### config.mk
export PLATFORM = sky130hd
export DESIGN_NAME = zone_write_gate
export DESIGN_NICKNAME = d
export VERILOG_FILES = /design/src/rtl/zwg_pkg.sv /design/src/rtl/zwg_mode_pick.sv /design/src/rtl/zwg_perm.sv /design/src/rtl/zwg_cmd_fsm.sv /design/src/rtl/zone_write_gate.sv
export SDC_FILE = /design/constraint.sdc
export NUM_CORES = 1
export LEC_CHECK = 0
export ABC_AREA = 1
export BUFFER_PORTS_ARGS = -buffer_cell sky130_fd_sc_hd__buf_2
export CAP_MARGIN = 20
export CORE_ASPECT_RATIO = 0.7
export CORE_MARGIN = 2
export CORE_UTILIZATION = 49
export CTS_CLUSTER_DIAMETER = 60
export DETAILED_ROUTE_END_ITERATION = 7
export PLACE_DENSITY = 0.9
export SYNTH_ARGS = -nofsm -noshare
export SYNTH_HDL_FRONTEND = slang
export SYNTH_SLANG_ARGS = --single-unit
### constraint.sdc
create_clock -name clk -period 1.95 [get_ports clk]
set_clock_uncertainty 0.2 [all_clocks]
set_input_delay 0.195 -clock clk [delete_from_list [all_inputs] [get_ports clk]]
set_output_delay 0.195 -clock clk [all_outputs]
set_load 0.05 [all_outputs]
### src/rtl/zwg_pkg.sv
package zwg_pkg;

    typedef enum logic [1:0] {
        ZM_NORMAL = 2'd0,
        ZM_WLOCK  = 2'd1,
        ZM_PROG   = 2'd2,
        ZM_FROZEN = 2'd3
    } zmode_e;

    typedef enum logic [1:0] {
        CS_IDLE   = 2'd0,
        CS_PAGE   = 2'd1,
        CS_SINGLE = 2'd2
    } cmd_state_e;

endpackage

### src/rtl/zwg_mode_pick.sv
module zwg_mode_pick
    import zwg_pkg::*;
#(
    parameter int ZONES = 16,
    localparam int ZW   = $clog2(ZONES)
) (
    input  logic [2*ZONES-1:0] modes,
    input  logic [ZW-1:0]      zone,
    input  logic               pers_done,
    output zmode_e             eff_mode
);

    zmode_e per_zone [ZONES];

    // Each zone's effective mode; frozen zones act as normal until armed.
    for (genvar z = 0; z < ZONES; z++) begin : g_zone
        zmode_e raw;
        assign raw = zmode_e'(modes[2*z +: 2]);
        assign per_zone[z] = (raw == ZM_FROZEN && !pers_done) ? ZM_NORMAL : raw;
    end

    assign eff_mode = per_zone[zone];

endmodule

### src/rtl/zwg_perm.sv
module zwg_perm
    import zwg_pkg::*;
#(
    parameter int DW        = 8,
    parameter int LOCK_SPAN = 8,
    localparam int SW       = $clog2(LOCK_SPAN)
) (
    input  zmode_e          mode,
    input  logic [SW-1:0]   page_off,
    input  logic [DW-1:0]   lock_byte,
    input  logic [DW-1:0]   new_data,
    input  logic [DW-1:0]   old_data,
    output logic            perm_ok,
    output logic [DW-1:0]   value
);

    logic is_lock_slot;
    assign is_lock_slot = (page_off == '0);

    always_comb begin
        perm_ok = 1'b0;
        value   = old_data;
        unique case (mode)
            ZM_NORMAL: begin
                perm_ok = 1'b1;
                value   = new_data;
            end
            ZM_WLOCK: begin
                // Bit k of the page lock byte guards page offset k; 0 = locked.
                perm_ok = lock_byte[page_off];
                value   = is_lock_slot ? (old_data & new_data) : new_data;
            end
            ZM_PROG: begin
                perm_ok = 1'b1;
                value   = old_data & new_data;
            end
            ZM_FROZEN: begin
                perm_ok = 1'b0;
                value   = old_data;
            end
            default: begin
                perm_ok = 1'b0;
                value   = old_data;
            end
        endcase
    end

endmodule

### src/rtl/zwg_cmd_fsm.sv
module zwg_cmd_fsm
    import zwg_pkg::*;
#(
    parameter int PAGE_BYTES = 16,
    localparam int CW        = $clog2(PAGE_BYTES + 1)
) (
    input  logic clk,
    input  logic rst_n,
    input  logic beat,
    input  logic first,
    input  logic last,
    input  logic single_mode,
    output logic slot_ok,
    output logic trunc_now
);

    cmd_state_e      st, st_nxt;
    logic [CW-1:0]   cnt, cnt_nxt;

    // State register
    always_ff @(posedge clk) begin
        if (!rst_n) begin
            st  <= CS_IDLE;
            cnt <= '0;
        end else begin
            st  <= st_nxt;
            cnt <= cnt_nxt;
        end
    end

    // Next state and outputs
    always_comb begin
        st_nxt    = st;
        cnt_nxt   = cnt;
        slot_ok   = 1'b0;
        trunc_now = 1'b0;
        if (beat) begin
            if (first) begin
                // open: a new command always replaces any open one
                slot_ok = 1'b1;
                cnt_nxt = CW'(1);
                if (last)             st_nxt = CS_IDLE;
                else if (single_mode) st_nxt = CS_SINGLE;
                else                  st_nxt = CS_PAGE;
            end else begin
                unique case (st)
                    CS_IDLE: begin
                        st_nxt = CS_IDLE;
                    end
                    CS_PAGE: begin
                        if (cnt < CW'(PAGE_BYTES)) begin
                            slot_ok = 1'b1;
                            cnt_nxt = cnt + CW'(1);
                        end else begin
                            trunc_now = 1'b1;
                        end
                        if (last) st_nxt = CS_IDLE;
                    end
                    CS_SINGLE: begin
                        trunc_now = 1'b1;
                        if (last) st_nxt = CS_IDLE;
                    end
                    default: begin
                        st_nxt = CS_IDLE;
                    end
                endcase
            end
        end
    end

    // the beat counter never runs past the page limit
    p_cnt_bound_r9: assert property (@(posedge clk) disable iff (!rst_n)
        cnt <= CW'(PAGE_BYTES));

    // nothing is granted from idle unless it opens a command
    p_idle_orphan_r10: assert property (@(posedge clk) disable iff (!rst_n)
        (st == CS_IDLE && beat && !first) |-> (!slot_ok && !trunc_now));

endmodule

### src/rtl/zone_write_gate.sv
module zone_write_gate
    import zwg_pkg::*;
#(
    parameter int ZONES      = 16,
    parameter int ZONE_BYTES = 128,
    parameter int PAGE_BYTES = 16,
    parameter int DW         = 8,
    localparam int LOCK_SPAN = DW,
    localparam int ZW        = $clog2(ZONES),
    localparam int OW        = $clog2(ZONE_BYTES),
    localparam int AW        = ZW + OW,
    localparam int SW        = $clog2(LOCK_SPAN)
) (
    input  logic               clk,
    input  logic               rst_n,
    input  logic [2*ZONES-1:0] zone_mode_i,
    input  logic               pers_done_i,
    input  logic               req_valid_i,
    input  logic               req_first_i,
    input  logic               req_last_i,
    input  logic [ZW-1:0]      req_zone_i,
    input  logic [OW-1:0]      req_offset_i,
    input  logic [DW-1:0]      req_wdata_i,
    input  logic [DW-1:0]      req_old_i,
    input  logic [DW-1:0]      req_lock_i,
    output logic               grant_o,
    output logic               commit_valid_o,
    output logic [AW-1:0]      commit_addr_o,
    output logic [DW-1:0]      commit_data_o,
    output logic               trunc_o
);

    zmode_e          eff_mode;
    logic            slot_ok;
    logic            trunc_now;
    logic            perm_ok;
    logic [DW-1:0]   merged;
    logic [SW-1:0]   page_off;

    assign page_off = req_offset_i[SW-1:0];

    zwg_mode_pick #(.ZONES(ZONES)) u_mode (
        .modes     (zone_mode_i),
        .zone      (req_zone_i),
        .pers_done (pers_done_i),
        .eff_mode  (eff_mode)
    );

    zwg_cmd_fsm #(.PAGE_BYTES(PAGE_BYTES)) u_fsm (
        .clk         (clk),
        .rst_n       (rst_n),
        .beat        (req_valid_i),
        .first       (req_first_i),
        .last        (req_last_i),
        .single_mode (eff_mode == ZM_WLOCK),
        .slot_ok     (slot_ok),
        .trunc_now   (trunc_now)
    );

    zwg_perm #(.DW(DW), .LOCK_SPAN(LOCK_SPAN)) u_perm (
        .mode      (eff_mode),
        .page_off  (page_off),
        .lock_byte (req_lock_i),
        .new_data  (req_wdata_i),
        .old_data  (req_old_i),
        .perm_ok   (perm_ok),
        .value     (merged)
    );

    assign grant_o = req_valid_i && slot_ok && perm_ok;

    always_ff @(posedge clk) begin
        if (!rst_n) begin
            commit_valid_o <= 1'b0;
            commit_addr_o  <= '0;
            commit_data_o  <= '0;
            trunc_o        <= 1'b0;
        end else begin
            commit_valid_o <= grant_o;
            trunc_o        <= req_valid_i && trunc_now;
            if (grant_o) begin
                commit_addr_o <= {req_zone_i, req_offset_i};
                commit_data_o <= merged;
            end
        end
    end

    // a commit strobe only follows a granted beat
    p_commit_after_grant_r11: assert property (@(posedge clk) disable iff (!rst_n)
        commit_valid_o |-> $past(grant_o));

    // a discarded beat never also produces a commit
    p_trunc_excl_r8: assert property (@(posedge clk) disable iff (!rst_n)
        trunc_o |-> !commit_valid_o);

    // a locked page slot is never granted
    p_locked_slot_r6: assert property (@(posedge clk) disable iff (!rst_n)
        (req_valid_i && eff_mode == ZM_WLOCK && !req_lock_i[page_off]) |-> !grant_o);

    // an armed modify-forbidden zone refuses every beat
    p_frozen_zone_r5: assert property (@(posedge clk) disable iff (!rst_n)
        (req_valid_i && pers_done_i && zone_mode_i[2*req_zone_i +: 2] == 2'd3) |-> !grant_o);

    // program-only commits never raise a stored bit
    p_prog_no_rise_r4: assert property (@(posedge clk) disable iff (!rst_n)
        (commit_valid_o && $past(eff_mode == ZM_PROG)) |->
            ((commit_data_o & ~$past(req_old_i)) == '0));

endmodule

==> results of run 1 <==
[path summary, 6_finish.rpt]
| path | start | end | slack, ns |
|---|---|---|---|
| worst max-delay path | pers_done_i | grant_o | 0.04 |
| worst min-delay path | req_first_i | trunc_o | -0.007 |
| worst max register to register | u_fsm.st[1] | u_fsm.cnt[4] | 0.21 |
| worst min register to register | commit_data_o[4] | commit_data_o[4] | 0.27 |
[synthesized netlist by cell type, types with 3 or more instances]
library cell,count,area (sq um)
nand2_4,3,33.78
dfxtp_1,28,560.5
nand3_1,86,430.4
nor2_1,31,116.4
nand3b_1,4,30.03
ha_1,3,37.54
nor3_1,3,15.01
clkbuf_1,3,11.26
clkinv_1,8,30.03
nand2_1,118,442.9
a21oi_1,18,90.09
buf_6,4,45.04
inv_1,49,183.9
buf_2,8,40.04
o21ai_0,14,70.07
[timing repair]
action,4_1_cts,5_1_grt
pin swaps,0,4
hold endpoints to repair,2,0
setup endpoints to repair,1,2
setup buffers,0,2
cloned,0,3
hold buffers,3,0
resized for setup,3,12
[area by class of cell]
class                           count  share of cell area (%)
Clock buffer                        3                   1.349
Clock inverter                      1                  0.9808
Inverter                           59                   7.397
Multi-Input combinational cell    292                   45.85
Sequential cell                    28                   18.39
Tap cell                           55                   2.248
Timing Repair Buffer              118                   23.78
[power by group through the flow]
| stage | Sequential (W) | Combinational (W) | Clock [W] |
|---|---|---|---|
| 2_1_floorplan | 0.000750 | 0.000335 | 0 |
| 3_3_place_gp | 0.000638 | 0.000644 | 0 |
| 3_5_place_dp | 0.000638 | 0.000661 | 0 |
| 4_1_cts | 0.000625 | 0.000669 | 0.000469 |
| 5_1_grt | 0.000630 | 0.000771 | 0.000487 |
| 6_report | 0.000626 | 0.000707 | 0.000463 |
[stage by stage]
stage                     setup WS, ns  utilization [%]
after CTS                     0.005936            67.34
after floorplan                 0.1057                -
after global routing          -0.02813            69.91
final                          0.04115            69.91
after detailed placement      -0.08919            64.77
after global placement        -0.02245            64.77
[logic make-up (layout without fill, tap and decap cells)]
| kind of cell | count (synthesis) | count (layout) | synth area share [%] |
|---|---|---|---|
| AOI/OAI and AO/OA | 36 | 36 | 8.195 |
| adders and majority gates | 3 | 3 | 1.661 |
| DFF | 28 | 28 | 24.81 |
| and+or+nand+nor | 253 | 253 | 50.44 |
| buffers and inverters | 77 | 181 | 14.89 |
[worst register-to-register path: cells and delay by family (launching register included)]
kind	cells	cell delay [ns]
buffers and inverters	3	0.48
flip-flops	1	0.34
AND/OR/NAND/NOR	3	0.28
AO/OA/AOI/OAI	2	0.22
adder cells (fa/ha/maj)	1	0.17
[registers in the layout, summed over array words and instances (netlist names)]
| signal | flops |
|---|---|
| trunc_o | 1 |
| commit_addr_o | 11 |
| commit_data_o | 8 |
| u_fsm.cnt | 5 |
| commit_valid_o | 1 |
| u_fsm.st | 2 |
[per-layer routing]
layer	global-route usage, %	vias to the layer above	wire length, um
met5	0	-	0
met4	4.762	0	125
met3	4.898	14	599
met2	43.53	133	3142
met1	29.93	1303	2898
li1	-	1474	-
==> results.sh, run 1 <==
export IMPL_status="complete, but fails checks"
export IMPL_violations="negative hold slack"
export IMPL_sequentialPowerShare_pct=34.9
export IMPL_drc=0
export IMPL_power_w=0.001796
export IMPL_setup_viol=0
export IMPL_synth_edf_count=0
export IMPL_layout_nets=578
export IMPL_period_share_pct=97.89
export IMPL_ys_ff_latch=28
export IMPL_grt_max_degree=33
export IMPL_p_clk_share_pct=25.8
export IMPL_synth_area_sq_mm=0.002260
export IMPL_cp_num_buf_inv=5
export IMPL_async_reset_ff_share_pct=0
export IMPL_cp_depth=14
export IMPL_antenna_found_initial=0
export IMPL_hp_class="input port to register"
export IMPL_num_io_pins=95
export IMPL_required_ns=1.55
export IMPL_drv_cap=0
export IMPL_internal_power_w=0.001144
export IMPL_drt_first_pass_iters=6
export IMPL_grt_overflow_total=0
export IMPL_syn_avg_cell_area_sq_um=5.692
export IMPL_cp_cell_sequence="buf_2 -> clkinv_4 -> buf_12 -> nand2_1 -> nand2_1 -> nand3_1 -> nand3_1 -> nand3_2 -> nand2_4 -> nand2_2 -> nand2_4 -> nand2_4 -> inv_1 -> buf_6"
export IMPL_seq_area_sq_um=563.0
export IMPL_endpoint_kind="output pin"
export IMPL_r2r_cells=9
export IMPL_arrival_ns=1.51
export IMPL_ys_warnings_count=0
export IMPL_fin_crit_ns=1.909
export IMPL_cts_made_buffers=3
export IMPL_cp_max_fo=8
export IMPL_ir_worst_vdd_uv=399.6
export IMPL_synth_cells=397
export IMPL_p_comb_share_pct=39.4
export IMPL_final_cells=556
export IMPL_nFillCells=382
export IMPL_fp_coreArea_sq_mm=0.004379
export IMPL_crit_family="simple AND/OR/NAND/NOR gates"
export IMPL_critPathKind="input port to output pin"
export IMPL_max_stage_delay_ns=0.15
export IMPL_fp_dieH_um=60.82
export IMPL_start_util_pct=51.60
export IMPL_startpoint_type="input port"
export IMPL_pwr_density_cell_mw_per_mm2=586.6
export IMPL_h_tree_depth=1
export IMPL_totalWireLength_um=6765
export IMPL_worstMarginPinSlew_ns=0.3259
export IMPL_placed_cells=545
export IMPL_vias_per_cell=5.259
export IMPL_ys_seq_area_share_pct=24.81
export IMPL_first_iter_violations=235
export IMPL_antenna_cells=0
export IMPL_cts_root_buf="clkbuf_8"
export IMPL_clkLatencyLatePin_ns=0.28
export IMPL_clk_path_buf_depth=2
export IMPL_crit_top_cell="nand2_4"
export IMPL_clock_sinks=28
export IMPL_drive_gt1_share_pct=28.14
export IMPL_synth_ff_type="dfxtp_1"
export IMPL_die_width_um=85.17
export IMPL_whs_path_depth=3
export IMPL_synth_distinct_cells=26
export IMPL_fin_area_sq_mm=0.003062
export IMPL_area_delta_synth_final_pct=35.49
export IMPL_portBuffers=94
export IMPL_grt_pass1_vias=2365
export IMPL_leakage_nw=1.719
export IMPL_dp_hpwl_um=4781
export IMPL_vias=2924
export IMPL_syn_num_nets=473
export IMPL_max_freq_mhz=523.9
export IMPL_tns_ns=0
export IMPL_slowest_stage="buf_6"
export IMPL_ant_nets=0
export IMPL_switching_power_w=0.0006516
export IMPL_timing_slew_headroom_pct=78.21
export IMPL_grt_pass1_wl_um=10030
export IMPL_layout_common_cells="118 x nand2_1, 92 x buf_2, 80 x nand3_1"
export IMPL_final_common_cell="nand2_1"
export IMPL_finalHoldViolCount=1
export IMPL_wl_per_cell_um=12.17
export IMPL_placed_cell_area_sq_mm=0.002836
export IMPL_multi_input_comb_area_sq_mm=0.001404
export IMPL_cts_tree="done"
export IMPL_dieArea_sq_mm=0.005179
export IMPL_hold_ws_ns=-0.007022
export IMPL_num_rows=20
export IMPL_maxSlewViolCount=0
export IMPL_place_congestion=0.9315
export IMPL_swShare_pct=36.28
export IMPL_clk_pin_slew_ns=0.10
export IMPL_track_usage_pct=23.87
Power figures use the tool's default switching activity.
==> run 2, diff against run 1 <==
--- a/config.mk
+++ b/config.mk
@@ -14,6 +14,7 @@
 export CTS_CLUSTER_DIAMETER = 60
 export DETAILED_ROUTE_END_ITERATION = 7
 export PLACE_DENSITY = 0.9
+export RECOVER_POWER = 100
 export SYNTH_ARGS = -nofsm -noshare
 export SYNTH_HDL_FRONTEND = slang
 export SYNTH_SLANG_ARGS = --single-unit
==> results.sh, run 2 (synthesis gave the netlist of run 1 again) <==
export IMPL_wl_per_cell_um=12.19
export IMPL_critPathLaunch="pers_done_i"
export IMPL_placed_cells=545
export IMPL_timing_slew_headroom_pct=58.73
export IMPL_die_width_um=85.17
export IMPL_worstMarginPinSlew_ns=0.6217
export IMPL_status="complete, but fails checks"
export IMPL_totalWireLength_um=6775
export IMPL_clk_pin_slew_ns=0.10
export IMPL_finalHoldViolCount=1
export IMPL_reg2reg_to="u_fsm.cnt[4]"
export IMPL_required_ns=1.55
export IMPL_final_common_cell="nand2_1"
export IMPL_power_w=0.001787
export IMPL_endpoint_kind="output pin"
export IMPL_r2r_cells=9
export IMPL_portBuffers=94
export IMPL_r2r_start="u_fsm.st[1]"
export IMPL_cts_made_buffers=3
export IMPL_max_freq_mhz=527.7
export IMPL_first_iter_violations=243
export IMPL_grt_pass1_wl_um=10030
export IMPL_grt_overflow_total=0
export IMPL_maxSlewViolCount=0
export IMPL_drc=0
export IMPL_final_cells=556
export IMPL_antenna_cells=0
export IMPL_area_delta_synth_final_pct=34.00
export IMPL_largest_reg_flops=11
export IMPL_ir_worst_vdd_uv=398.7
export IMPL_grt_max_degree=33
export IMPL_hp_class="input port to register"
export IMPL_ant_nets=0
export IMPL_start_util_pct=51.60
export IMPL_reg_top3="commit_addr_o (11), commit_data_o (8), u_fsm.cnt (5)"
export IMPL_drv_cap=0
export IMPL_arrival_ns=1.50
export IMPL_setup_viol=0
export IMPL_layout_common_cells="118 x nand2_1, 80 x nand3_1, 71 x buf_2"
export IMPL_fp_coreArea_sq_mm=0.004379
export IMPL_pwr_density_cell_mw_per_mm2=590.3
export IMPL_vias_per_cell=5.237
export IMPL_cts_tree="done"
export IMPL_leakage_nw=1.632
export IMPL_clk_path_buf_depth=2
export IMPL_layout_nets=578
export IMPL_drive_gt1_share_pct=23.75
export IMPL_h_tree_depth=1
export IMPL_startpoint_type="input port"
export IMPL_hold_ws_ns=-0.01211
export IMPL_dp_hpwl_um=4781
export IMPL_violations="negative hold slack"
export IMPL_place_congestion=0.9315
export IMPL_period_share_pct=97.17
export IMPL_cts_root_buf="clkbuf_8"
export IMPL_largest_register="commit_addr_o"
export IMPL_track_usage_pct=23.87
export IMPL_clock_sinks=28
export IMPL_fp_dieH_um=60.82
export IMPL_grt_pass1_vias=2365
export IMPL_nFillCells=388
export IMPL_hp_start="req_first_i"
export IMPL_drt_first_pass_iters=5
export IMPL_regToRegSetupSlack_ns=0.21
export IMPL_num_io_pins=95
export IMPL_cp_max_fo=8
export IMPL_cp_endpoint="grant_o"
export IMPL_vias=2912
export IMPL_critPathKind="input port to output pin"
export IMPL_fin_crit_ns=1.895
export IMPL_dieArea_sq_mm=0.005179
export IMPL_clkLatencyLatePin_ns=0.28
export IMPL_num_rows=20
export IMPL_antenna_found_initial=0
[run 2: worst min-delay path by stage]
| stage | endpoint | slack, ns | cells after the start |
|---|---|---|---|
| 2_1_floorplan | trunc_o | 0.12 | 2 |
| 3_3_place_gp | commit_addr_o[7] | 0.26 | 2 |
| 3_5_place_dp | commit_data_o[4] | 0.26 | 2 |
| 4_1_cts | commit_addr_o[3] | 0.01 | 4 |
| 5_1_grt | trunc_o | 0.02 | 3 |
| 6_report | trunc_o | -0.01 | 3 |
[run 2: timing repair]
item | CTS | global route
hold endpoints to repair | 2 | 0
setup buffers | 0 | 2
pin swaps | 0 | 4
setup endpoints to repair | 1 | 2
gates resized for setup | 3 | 12
gates cloned | 0 | 3
hold buffers | 3 | 0
[run 2: power by group]
part / switching (W) / internal (W) / total, W / leakage, nW
Clock: 0.000189 / 0.000275 / 0.000464 / 0.0357
Combinational: 0.000445 / 0.000250 / 0.000696 / 1.37
Sequential: 0.0000198 / 0.000608 / 0.000628 / 0.229
Total: 0.000654 / 0.00113 / 0.00179 / 1.63
[run 2: critical path: stages]
cell and delay, ns:
buf_2 0.12, clkinv_4 0.08, buf_12 0.12, nand2_1 0.06, nand2_1 0.10, nand3_1 0.08
nand3_1 0.11, nand3_2 0.11, nand2_4 0.09, nand2_2 0.06, nand2_4 0.07, nand2_4 0.06
inv_1 0.07, buf_6 0.15
[run 2: area by class of cell]
class	instances	area [sq um]	share of cell area, %
inverter	59	226.5	7.479
tap	55	68.82	2.273
clock inverter	1	30.03	0.9917
timing repair buffer	118	699.4	23.10
multi-input combinational	292	1399	46.20
clock buffer	3	41.29	1.364
sequential	28	563.0	18.60
[run 2: layer usage]
layer / track usage, % / wire length, um / vias up
met5: 0 / 0 / -
met4: 4.762 / 104 / 0
met3: 4.898 / 551 / 10
met2: 43.53 / 3156 / 115
met1: 29.93 / 2963 / 1318
li1: - / - / 1469
[run 2: through the flow]
stage               TNS [ns]  util (%)  area (sq um)  setup slack [ns]  hold slack [ns]
finish                     0     69.14          3028           0.05514         -0.01211
global route        -0.05820     69.14          3028          -0.02726          0.01692
CTS                        0     67.34          2949          0.005936          0.01458
detailed placement    -1.340     64.77          2836          -0.08919           0.2585
global placement    -0.04378     64.77          2836          -0.02245           0.2564
floorplan                  0         -          2260            0.1057           0.1208
